File: config.mk
export PLATFORM = sky130hd
export DESIGN_NAME = wdog_two_stage
export DESIGN_NICKNAME = d
export VERILOG_FILES = /design/src/rtl/wdog_two_stage.sv
export SDC_FILE = /design/constraint.sdc
export NUM_CORES = 1
export LEC_CHECK = 0
export BUFFER_PORTS_ARGS = -buffer_cell sky130_fd_sc_hd__buf_2
export CAP_MARGIN = 15
export CORE_MARGIN = 4
export CORE_UTILIZATION = 63
export CTS_CLUSTER_DIAMETER = 120
export DETAILED_ROUTE_END_ITERATION = 6
export PLACE_DENSITY = 0.82
export REMOVE_ABC_BUFFERS = 1
export SLEW_MARGIN = 20
export SYNTH_ARGS = -nofsm -noshare
export SYNTH_HDL_FRONTEND = slang
export SYNTH_SLANG_ARGS = --single-unit
File: constraint.sdc
create_clock -name clk -period 15 [get_ports clk]
set_clock_uncertainty 0.05 [all_clocks]
set_input_delay 0.75 -clock clk [delete_from_list [all_inputs] [get_ports clk]]
set_output_delay 0.75 -clock clk [all_outputs]
set_load 0.01 [all_outputs]
File: src/rtl/wdog_two_stage.sv
module wdog_two_stage #(
  parameter logic [31:0] ID_WORD = 32'h0002_0A57,
  parameter int          AW      = 12,
  parameter int          CW      = 64,
  parameter int          PHW     = 16
) (
  input  logic          clk,
  input  logic          rst_n,
  input  logic [CW-1:0] sys_cnt,
  input  logic          rf_sel,
  input  logic          cf_sel,
  input  logic          wr_en,
  input  logic          rd_en,
  input  logic [AW-1:0] addr,
  input  logic [31:0]   wdata,
  output logic [31:0]   rdata,
  output logic          irq,
  output logic          rst_req
);
  localparam logic [AW-1:0] A_CTL = AW'('h000);
  localparam logic [AW-1:0] A_OFL = AW'('h008);
  localparam logic [AW-1:0] A_OFH = AW'('h00C);
  localparam logic [AW-1:0] A_CVL = AW'('h010);
  localparam logic [AW-1:0] A_CVH = AW'('h014);
  localparam logic [AW-1:0] A_ID  = AW'('hFCC);
  localparam logic [AW-1:0] A_RFR = AW'('h000);
  localparam int PW = 32 + PHW;

  logic           en, ws0, ws1, irq_q;
  logic [31:0]    off_lo, cmp_lo, cmp_hi;
  logic [PHW-1:0] off_hi;
  logic [CW-1:0]  deadline;

  wire wr_c   = cf_sel & wr_en;
  wire wr_ctl = wr_c && addr == A_CTL;
  wire wr_ofl = wr_c && addr == A_OFL;
  wire wr_ofh = wr_c && addr == A_OFH;
  wire wr_cvl = wr_c && addr == A_CVL;
  wire wr_cvh = wr_c && addr == A_CVH;
  wire wr_rfr = rf_sel && !cf_sel && wr_en && addr == A_RFR;

  wire           cfg_wr  = wr_ctl | wr_ofl | wr_ofh;
  wire           refresh = cfg_wr | wr_rfr;
  wire           nxt_en  = wr_ctl ? wdata[0] : en;
  wire [31:0]    nxt_ofl = wr_ofl ? wdata : off_lo;
  wire [PHW-1:0] nxt_ofh = wr_ofh ? wdata[PHW-1:0] : off_hi;
  wire [PW-1:0]  period  = {nxt_ofh, nxt_ofl};
  wire [CW-1:0]  new_dl  = sys_cnt + CW'(period);
  wire           expired = en && (sys_cnt >= deadline);

  always_ff @(posedge clk) begin
    if (!rst_n) begin
      en <= 1'b0; ws0 <= 1'b0; ws1 <= 1'b0; irq_q <= 1'b0;
      off_lo <= '0; off_hi <= '0; cmp_lo <= '0; cmp_hi <= '0;
      deadline <= '0;
    end else begin
      if (wr_ofl) off_lo <= wdata;
      if (wr_ofh) off_hi <= wdata[PHW-1:0];
      if (wr_cvl) cmp_lo <= wdata;
      if (wr_cvh) cmp_hi <= wdata;
      if (refresh) begin
        en  <= nxt_en;
        ws0 <= 1'b0;
        ws1 <= 1'b0;
        if (cfg_wr) irq_q <= 1'b0;
        if (nxt_en) begin
          deadline <= new_dl;
          cmp_lo   <= new_dl[31:0];
          cmp_hi   <= new_dl[63:32];
        end
      end else if (expired) begin
        if (!ws0) begin
          ws0      <= 1'b1;
          irq_q    <= 1'b1;
          deadline <= new_dl;
        end else begin
          ws1 <= 1'b1;
        end
      end
    end
  end

  assign irq     = irq_q;
  assign rst_req = ws1;

  always_comb begin
    rdata = '0;
    if (rd_en && cf_sel) begin
      case (addr)
        A_CTL:   rdata = {29'd0, ws1, ws0, en};
        A_OFL:   rdata = off_lo;
        A_OFH:   rdata = 32'(off_hi);
        A_CVL:   rdata = cmp_lo;
        A_CVH:   rdata = cmp_hi;
        A_ID:    rdata = ID_WORD;
        default: rdata = '0;
      endcase
    end else if (rd_en && rf_sel && addr == A_ID) begin
      rdata = ID_WORD;
    end
  end

  p_stage2_after_stage1_r4: assert property (@(posedge clk) disable iff (!rst_n)
    $rose(rst_req) |-> $past(ws0));
  p_ctl_write_drops_irq_r10: assert property (@(posedge clk) disable iff (!rst_n)
    wr_ctl |=> !irq);
  p_refresh_drops_reset_r5: assert property (@(posedge clk) disable iff (!rst_n)
    wr_rfr |=> !rst_req);
  p_irq_needs_enable_r7: assert property (@(posedge clk) disable iff (!rst_n)
    $rose(irq) |-> $past(en) && $past(sys_cnt) >= $past(deadline));
  p_stage1_keeps_compare_r3: assert property (@(posedge clk) disable iff (!rst_n)
    $rose(ws0) && !$past(wr_cvl | wr_cvh) |-> $stable({cmp_hi, cmp_lo}));
endmodule

# After elaboration in Yosys (flattened, before gate mapping)
# Cells that the tools add are included.
totals:
  reg_bits: 180
  in_bits: 114
  elab_cells: 63
classes:
  n_addsub: 1
  magnitude_cmp: 1
  eq_ne: 8
  muxes: 20
  n_bitwise: 5
  n_reduce_logical: 19
ops:
  columns: ["operator", "n"]
  rows:
  - ["2-to-1 mux 32 bit", 8]
  - ["2-to-1 mux 64 bit", 4]
  - ["case mux 32 bit (6 select lines)", 1]
  - ["adder 64 x 48 -> 64 bit", 1]
  - ["greater-or-equal comparator 64 bit", 1]
  - ["== test 12 x 4 -> 1 bit, second input constant", 2]
  - ["== test 12 x 5 -> 1 bit, second input constant", 2]
  - ["2-to-1 mux 18 bit", 1]
  - ["2-to-1 mux 16 bit", 1]
  - ["== test 12 bit, second input constant", 1]
  - ["logical AND 1 bit", 12]
  - ["zero test 12 bit", 1]
  - ["AND reduction 3 bit", 2]
  - ["2-to-1 mux 1 bit", 5]
  - ["inequality test 2 x 1 -> 1 bit, second input constant", 2]
  - ["OR 1 bit", 3]
  - ["inequality test 2 bit, second input constant", 1]
  - ["AND reduction 2 bit", 1]
  - ["nonzero test 2 bit", 1]
  - ["OR reduction 2 bit", 1]
  - ["AND 1 bit", 1]
  - ["zero test 1 bit", 1]
  - ["NOT 1 bit", 1]

# Depth between registers and ports, before layout
# Gate-level depths: netlist of the first run.
depth:
  word_depth: 7
  mapped_depth: 23
  mapped_depth_nobuf: 19

# Least setup slack after synthesis of the first run
# OpenSTA, ideal clock, no wires.
synth_path:
  kind: "input-to-reg"
  startpoint: "input addr[7]"
  endpoint: "register cmp_hi[25]"
  setup_time_ns: 0.131
  arrival_time_ns: 5.658
  required_time_ns: 14.819
  setup_slack_ns: 9.161
  path_stages: 20
  path_cell_list: "or4_1 -> or4_1 -> buf_2 -> or3b_1 -> or3_1 -> clkbuf_1 -> clkbuf_1 -> nand2_1 -> nand2_1 -> ha_1 -> nand2_1 -> o311a_1 -> or4b_4 -> a2111oi_4 -> o21ai_2 -> a21oi_4 -> o2111ai_4 -> a2111oi_4 -> xnor2_1 -> a21oi_1"
synth_via:
  elab_chain_len: 6
synth_lines:
  columns: ["item", "line", "rtl"]
  rows:
  - ["start: declaration", "14", "input logic [AW-1:0] addr,"]
  - ["== test 12 x 4 -> 1 bit", "36", "wire wr_ofl = wr_c && addr == A_OFL;"]
  - ["logical AND 1 bit", "36", null]
  - ["2-to-1 mux 32 bit", null, null]
  - ["named net nxt_ofl[3]", "45", "wire [31:0] nxt_ofl = wr_ofl ? wdata : off_lo;"]
  - ["adder 64 x 48 -> 64 bit", "48", "wire [CW-1:0] new_dl = sys_cnt + CW'(period);"]
  - ["2-to-1 mux 32 bit", "66", "if (nxt_en) begin"]
  - ["2-to-1 mux 32 bit", "61", "if (refresh) begin"]
  - ["end signal: assignment", "60", "if (wr_cvh) cmp_hi <= wdata;"]
  - ["end signal: assignment", "69", "cmp_hi <= new_dl[63:32];"]
  - ["end: declaration", "30", "logic [31:0] off_lo, cmp_lo, cmp_hi;"]
# The timed path passes the listed nets, and every way through them passes these cells.
# A chain may end at the register's enable or synchronous reset.

# Worst setup path after layout of the first run
# Ends and elaborated chain as after synthesis.

==> reports/metrics.yaml, run 1 <==
status: "complete, no violations"
syn-mean-instance-area_sq_um: 8.13
cellPowerDensity_nw_per_um2: 72.6
cp.arrival_ns: 6.52
port_buffers: 147
cts_made_buffers: 17
finish.utilization_pct: 71.0
syn2layout_area_growth_pct: 11.1
cts_hold_buffers: 0
pwr-share-seq_pct: 45.8
p_switching_w: 0.000280
cts_tree: "yes"
synth_cell_types: 78
ys_seq_area_share_pct: 27.9
antenna_found_initial: 0
end_kind: "flip-flop"
vias: 12700
synth_edf_count: 0
rows: 52
relSlewSlack_pct: 24.7
synth_warnings: 0
die_y_um: 151
ys_top_cells_by_area: "dfxtp_1 (28%), ha_1 (11%), mux2i_1 (7.8%)"
grt_use_total_pct: 36.0
ys_ff_latch: 180
syn_inst: 1591
ys.flop_type: "dfxtp_1"
critPathLaunchType: "input pin"
clock_latency_ns: 0.44
wl_per_cell_um: 21.3
cts_max_path_buffers: 2
die_area_sq_um: 22900
p_clk_share_pct: 43.7
drtPass1Iterations: 6
combPwrFrac_pct: 10.6
fin_crit_sh_pct: 41.9
path_clk_slew_ns: 0.08
min_path_type: "flip-flop to flip-flop"
grt_pass1_wl_um: 64200
maxCapViolCount: 0
critical_path_class: "input pin to flip-flop"
drive_gt1_share_pct: 14.9
finalSetupViolations: 0
grt_overflow: 0
fin_crit_ns: 6.29
switching_share_pct: 26.9
ioPinCount: 148
die_x_um: 151
cts-htree-levels: 4
clock_sinks: 180
synth_top_area_share_pct: 27.9
routed_wl_um: 41900
netlist.top_cell.by_area: "dfxtp_1"
cts-root-buf: "clkbuf_16"
via_per_inst: 6.48
detail_route.iter0.violations: 1179
synth_area_sq_um: 12900
worst-path-max-fanout: 32
p_leak_nw: 6.17
rsz0062_at_grt: "no"
first_global_vias: 12300
clock.fmax_mhz: 159
synth-async-reset-ratio_pct: 0
drc: 0
grt_start_max_net_pins: 98
gp_congestion: 0.971
vdd_drop_max_uv: 71.7
initial_core_util_pct: 63.9
core_area_sq_um: 20200
worst_pin_slew_ns: 1.13
postCtsSetupRepairBufs: 0
ant_nets: 0
nets: 1916
hpwl_um: 30100
drv_slew: 0
tns_ns: 0
required_ns: 15.23
n_antenna_cell: 0
hold_viol_final: 0
cts_repair_resize_count: 0
internal-power_w: 0.000763
-- cell usage after synthesis (8+ instances only) --
master and number:
nand2_1 171, o21ai_0 53, a211oi_1 57, o22a_1 9
a31oi_1 27, nand3_1 18, a221oi_1 8, a21oi_1 130
xor2_1 23, or3_1 9, o211a_1 14, xnor2_1 31
nor2_1 167, ha_1 118, and2_1 23, dfxtp_1 180
buf_4 10, nand4_1 23, a21o_1 55, mux2i_1 101
inv_1 84, a22oi_1 23, mux2_2 31, nor3_1 12
and3_1 15, clkbuf_1 60, o21a_1 10, buf_2 12
-- worst max-delay path: stages --
cell and delay (ns):
buf_2 0.10, or4_1 0.53, or4_1 0.60, or3b_1 0.46, or3_1 0.32, buf_4 0.27
mux2i_1 0.35, inv_1 0.08, ha_1 0.30, a211oi_1 0.11, o311a_1 0.37, or4b_4 0.58
a2111oi_4 0.41, o21ai_2 0.15, a21oi_4 0.19, o2111ai_4 0.25, a2111oi_4 0.39, xnor2_1 0.19
a21oi_1 0.10
-- final cells by class --
type | instances | area, sq um
clock buffers | 20 | 467
clock inverters | 12 | 118
fillers | 1650 | 5870
inverters | 84 | 317
multi-input cells | 1239 | 8680
flip-flops and latches | 180 | 3600
well taps | 270 | 338
repair buffers | 161 | 841
-- per-stage QoR --
step                setup slack [ns]  cells  power, W  hold WS (ns)  area [sq um]
finish                          8.71   1966   0.00104         0.407         14400
global placement                8.47   1934  0.000592         0.395         13800
floorplan                       7.61   1503  0.000542         0.382         12500
detailed placement              8.22   1934  0.000595         0.396         13800
CTS                             8.66   1966   0.00104         0.414         14400
global route                    8.51   1966   0.00107         0.432         14400
-- power by group through the flow --
stage	clock (W)	combinational (W)	sequential, W
final	0.000455	0.000110	0.000477
after global placement	0	0.000104	0.000489
after floorplan	0	0.0000532	0.000489
after detailed placement	0	0.000107	0.000489
after CTS	0.000457	0.000107	0.000477
after global routing	0.000478	0.000118	0.000477
-- registers in the layout, summed over array words and instances (netlist names) --
signal / cells
deadline: 64
cmp_hi: 32
irq: 1
rst_req: 1
ws0: 1
en: 1
off_lo: 32
cmp_lo: 32
off_hi: 16
-- metal layers --
metal	up-vias	GRT usage, %	part of all wire, %	routed length (um)
li1	5924	-	-	-
met1	5968	44.0	39	16300
met2	676	59.9	47	19500
met3	162	5.92	8.5	3560
met4	0	20.2	5.9	2460
met5	-	0	0	0
-- path summary, 6_finish.rpt --
kind | to | depth (start not counted) | from | slack (ns)
max | cmp_hi[25]$_SDFF_PN0_ | 19 | addr[7] | 8.71
min | deadline[44]$_SDFFE_PN0P_ | 2 | deadline[44]$_SDFFE_PN0P_ | 0.41
max reg2reg | deadline[40]$_SDFFE_PN0P_ | 12 | deadline[62]$_SDFFE_PN0P_ | 10.84
min reg2reg | deadline[44]$_SDFFE_PN0P_ | 2 | deadline[44]$_SDFFE_PN0P_ | 0.41
-- cells in the final DEF, fill, tap and decap left out, types with 5 or more instances in the layout --
master / Yosys / layout
inv_1: 84 / 83
a221oi_1: 8 / 8
a22oi_1: 23 / 23
o31ai_1: 5 / 5
nor2b_1: 6 / 6
o21a_1: 10 / 9
a21o_1: 55 / 55
nand4_1: 23 / 23
nand2b_1: 5 / 5
a211oi_1: 57 / 57
or3_1: 9 / 9
inv_6: 0 / 5
buf_4: 10 / 14
o22ai_1: 5 / 5
nand3_1: 18 / 18
dfxtp_1: 180 / 180
a31oi_1: 27 / 26
mux2i_1: 101 / 101
clkbuf_16: 0 / 17
nor2_1: 167 / 167
nand2_1: 171 / 170
o21bai_1: 5 / 5
and2_1: 23 / 22
o211a_1: 14 / 14
o21ai_0: 53 / 53
ha_1: 118 / 118
nor3_1: 12 / 11
a21oi_1: 130 / 130
o22a_1: 9 / 9
xnor2_1: 31 / 31
xor2_1: 23 / 23
and3_1: 15 / 15
buf_2: 12 / 147
mux2_2: 31 / 31
-- logic make-up after synthesis --
| group | count (synthesis) | share of synthesized area, % |
|---|---|---|
| AND/OR/NAND/NOR | 482 | 17.1 |
| buffers and inverters | 172 | 5.40 |
| flip-flops | 180 | 27.9 |
| AO/OA/AOI/OAI | 452 | 23.9 |
| multiplexers | 132 | 10.5 |
| XOR/XNOR | 54 | 3.66 |
| adder cells (fa/ha/maj) | 119 | 11.6 |
(Power assumes the default switching activity.)
==> run 2: changes to the inputs <==
--- a/config.mk
+++ b/config.mk
@@ -8,10 +8,10 @@
 export BUFFER_PORTS_ARGS = -buffer_cell sky130_fd_sc_hd__buf_2
 export CAP_MARGIN = 15
 export CORE_MARGIN = 4
-export CORE_UTILIZATION = 63
+export CORE_UTILIZATION = 54
 export CTS_CLUSTER_DIAMETER = 120
 export DETAILED_ROUTE_END_ITERATION = 6
-export PLACE_DENSITY = 0.82
+export PLACE_DENSITY = 0.75
 export REMOVE_ABC_BUFFERS = 1
 export SLEW_MARGIN = 20
 export SYNTH_ARGS = -nofsm -noshare
==> constraint.sdc (replaced) <==
create_clock -name clk -period 5.62 [get_ports clk]
set_clock_uncertainty 0.05 [all_clocks]
set_input_delay 0.281 -clock clk [delete_from_list [all_inputs] [get_ports clk]]
set_output_delay 0.281 -clock clk [all_outputs]
set_load 0.01 [all_outputs]
==> reports/metrics.yaml, run 2 (synthesized netlist as in run 1, its figures left out) <==
grt_start_max_net_pins: 73  # -26%
ioPinCount: 148  # unchanged
worst-path-max-fanout: 8  # -75%
hold_viol_final: 0  # unchanged
grt_pass1_wl_um: 64500  # +0.41%
reg2reg_depth: 11  # -1
drive_gt1_share_pct: 17.4  # +2.5 points
path_clk_slew_ns: 0.08  # about the same
regMostFlops: "deadline"
finish.utilization_pct: 62.9  # -8.0 points
cp.arrival_ns: 5.53  # -0.99 ns
die_x_um: 163  # +7.6%
rsz0062_at_grt: "no"
pwr-share-seq_pct: 46.9  # +1.1 points
die_y_um: 163  # +7.6%
regArea_sq_um: 3600  # unchanged
cts_hold_buffers: 0  # unchanged
min_path_type: "input pin to flip-flop"
multi_input_area_sq_um: 8670  # -0.10%
cp-startpoint: "addr[7]"
hpwl_um: 31000  # +2.9%
required_ns: 5.85  # -9.38 ns
finalSetupViolations: 0  # unchanged
p_switching_w: 0.000741  # +160%
postCtsSetupRepairBufs: 0  # unchanged
drc: 0  # unchanged
internal-power_w: 0.00198  # +160%
status: "complete, no violations"
fillers: 2105  # +28%
cp_slowest_cell: "or4b_4"
vdd_drop_max_uv: 141  # +96%
cellPowerDensity_nw_per_um2: 183  # +150%
crit_chain: "buf_2, or4_1, or4_1, or3b_1, or3_1, mux2i_1, inv_1, ha_1, a211oi_1, o311a_1, or4b_4, a2111oi_4, o21ai_2, a21oi_4, o2111ai_4, a2111oi_4, xnor2_1, a21oi_1"
hold_depth: 3  # +1
initial_core_util_pct: 54.9  # -9.0 points
final_common_cell: "dfxtp_1"
syn2layout_area_growth_pct: 14.6
slowest_delay_ns: 0.58  # -0.02 ns
die_area_sq_um: 26500  # +16%
detail_route.iter0.violations: 1161  # -1.5%
fin_crit_ns: 5.30
cts_repair_resize_count: 0  # unchanged
drtPass1Iterations: 5  # -1
via_per_inst: 6.11  # -5.7%
relSlewSlack_pct: 23.7  # -0.95 points
routed_wl_um: 41700  # -0.53%
cts_max_path_buffers: 2  # unchanged
endpoint: "cmp_hi[25]$_SDFF_PN0_"
wl_per_cell_um: 20.1  # -5.6%
clock_sinks: 180  # unchanged
combPwrFrac_pct: 11.4  # +0.8 points
reg2reg_setup_slack_ns: 1.17  # -9.67 ns
drv_slew: 0  # unchanged
ant_nets: 0  # unchanged
critPathLaunchType: "input pin"
maxCapViolCount: 0  # unchanged
p_clk_share_pct: 41.7  # -2.0 points
cts-htree-levels: 4  # unchanged
r2r-start: "deadline[57]$_SDFFE_PN0P_"
n_antenna_cell: 0  # unchanged
clock_latency_ns: 0.44  # about the same
tns_ns: 0  # unchanged
first_global_vias: 12200  # -0.78%
cts_tree: "yes"
gp_congestion: 1.02  # +4.9%
antenna_found_initial: 0  # unchanged
grt_overflow: 0  # unchanged
switching_share_pct: 27.2  # +0.37 points
regToRegEndpoint: "deadline[31]$_SDFFE_PN0P_"
end_kind: "flip-flop"
rows: 56  # +7.7%
clock.fmax_mhz: 189
setup_ws_ns: 0.323  # -8.39 ns
grt_use_total_pct: 30.8  # -5.2 points
p_leak_nw: 6.40  # +3.8%
worst_pin_slew_ns: 1.14  # +0.0130 ns
core_area_sq_um: 23500  # +16%
cts_made_buffers: 17  # unchanged
nets: 1973  # +3.0%
layout_common_cells: "dfxtp_1 (180), nand2_1 (170), nor2_1 (167), buf_2 (147), a21oi_1 (130)"
vias: 12600  # -0.64%
fin_crit_sh_pct: 94.2
cts-root-buf: "clkbuf_16"
pre_cts_slack_ns: -0.108  # -8.33 ns
critical_path_class: "input pin to flip-flop"
largest_reg_flops: 64  # unchanged
port_buffers: 147  # unchanged
## run 2: changes by cell type in the layout (fill, tap and decap cells not counted), sizes merged
cell      delta
clkinvlp     +5
bufinv       -1
buf         +57
inv          -4
clkinv       -1
## run 2: worst max-delay path: cells and delay by family
family                     cells  cell delay [ns]
buffers and inverters          2             0.17
and+or+nand+nor                5             2.42
AOI/OAI and AO/OA              8             1.88
muxes                          1             0.26
xor gates and xnor gates       1             0.19
adders and majority gates      1             0.29
## run 2: how the worst min path moves through the flow
stage	start	slack [ns]	endpoint
after floorplan	rst_n	0.35	off_hi[0]$_SDFF_PN0_
final	wdata[26]	0.1	off_lo[26]$_SDFF_PN0_
after global placement	deadline[47]$_SDFFE_PN0P_	0.39	deadline[47]$_SDFFE_PN0P_
after CTS	wdata[26]	0.08	off_lo[26]$_SDFF_PN0_
after global routing	wdata[29]	0.10	off_lo[29]$_SDFF_PN0_
after detailed placement	deadline[47]$_SDFFE_PN0P_	0.39	deadline[47]$_SDFFE_PN0P_
## run 2: layer usage
layer	vias to the layer above	share of wire [%]	global-route usage (%)
met4	0	4.2	13.0
met1	5963	43	40.4
li1	6031	-	-
met3	104	6.9	4.00
met2	551	46	51.0
met5	-	0	0
## run 2: per-stage QoR
step | hold slack (ns) | total power [W] | instance area, sq um | cells
finish | 0.0994 | 0.00272 | 14800 | 2071
global route | 0.105 | 0.00279 | 14800 | 2071
CTS | 0.0824 | 0.00272 | 14800 | 2071
detailed placement | 0.394 | 0.00161 | 14300 | 2040
global placement | 0.392 | 0.00160 | 14300 | 2040
floorplan | 0.353 | 0.00145 | 12500 | 1503
## run 2: area by class of cell
type	count	share of cell area (%)
inverters	84	2.14
well taps	319	2.69
clock buffers	20	3.08
clock inverters	11	0.532
repair buffers	218	8.73
flip-flops and latches	180	24.3
multi-input cells	1239	58.5
## run 2: power groups by stage
stage	logic (W)	registers [W]	clock network (W)
final	0.000309	0.00127	0.00114
after floorplan	0.000142	0.00130	0
after global routing	0.000335	0.00127	0.00119
after detailed placement	0.000301	0.00130	0
after global placement	0.000297	0.00130	0
after CTS	0.000304	0.00127	0.00114
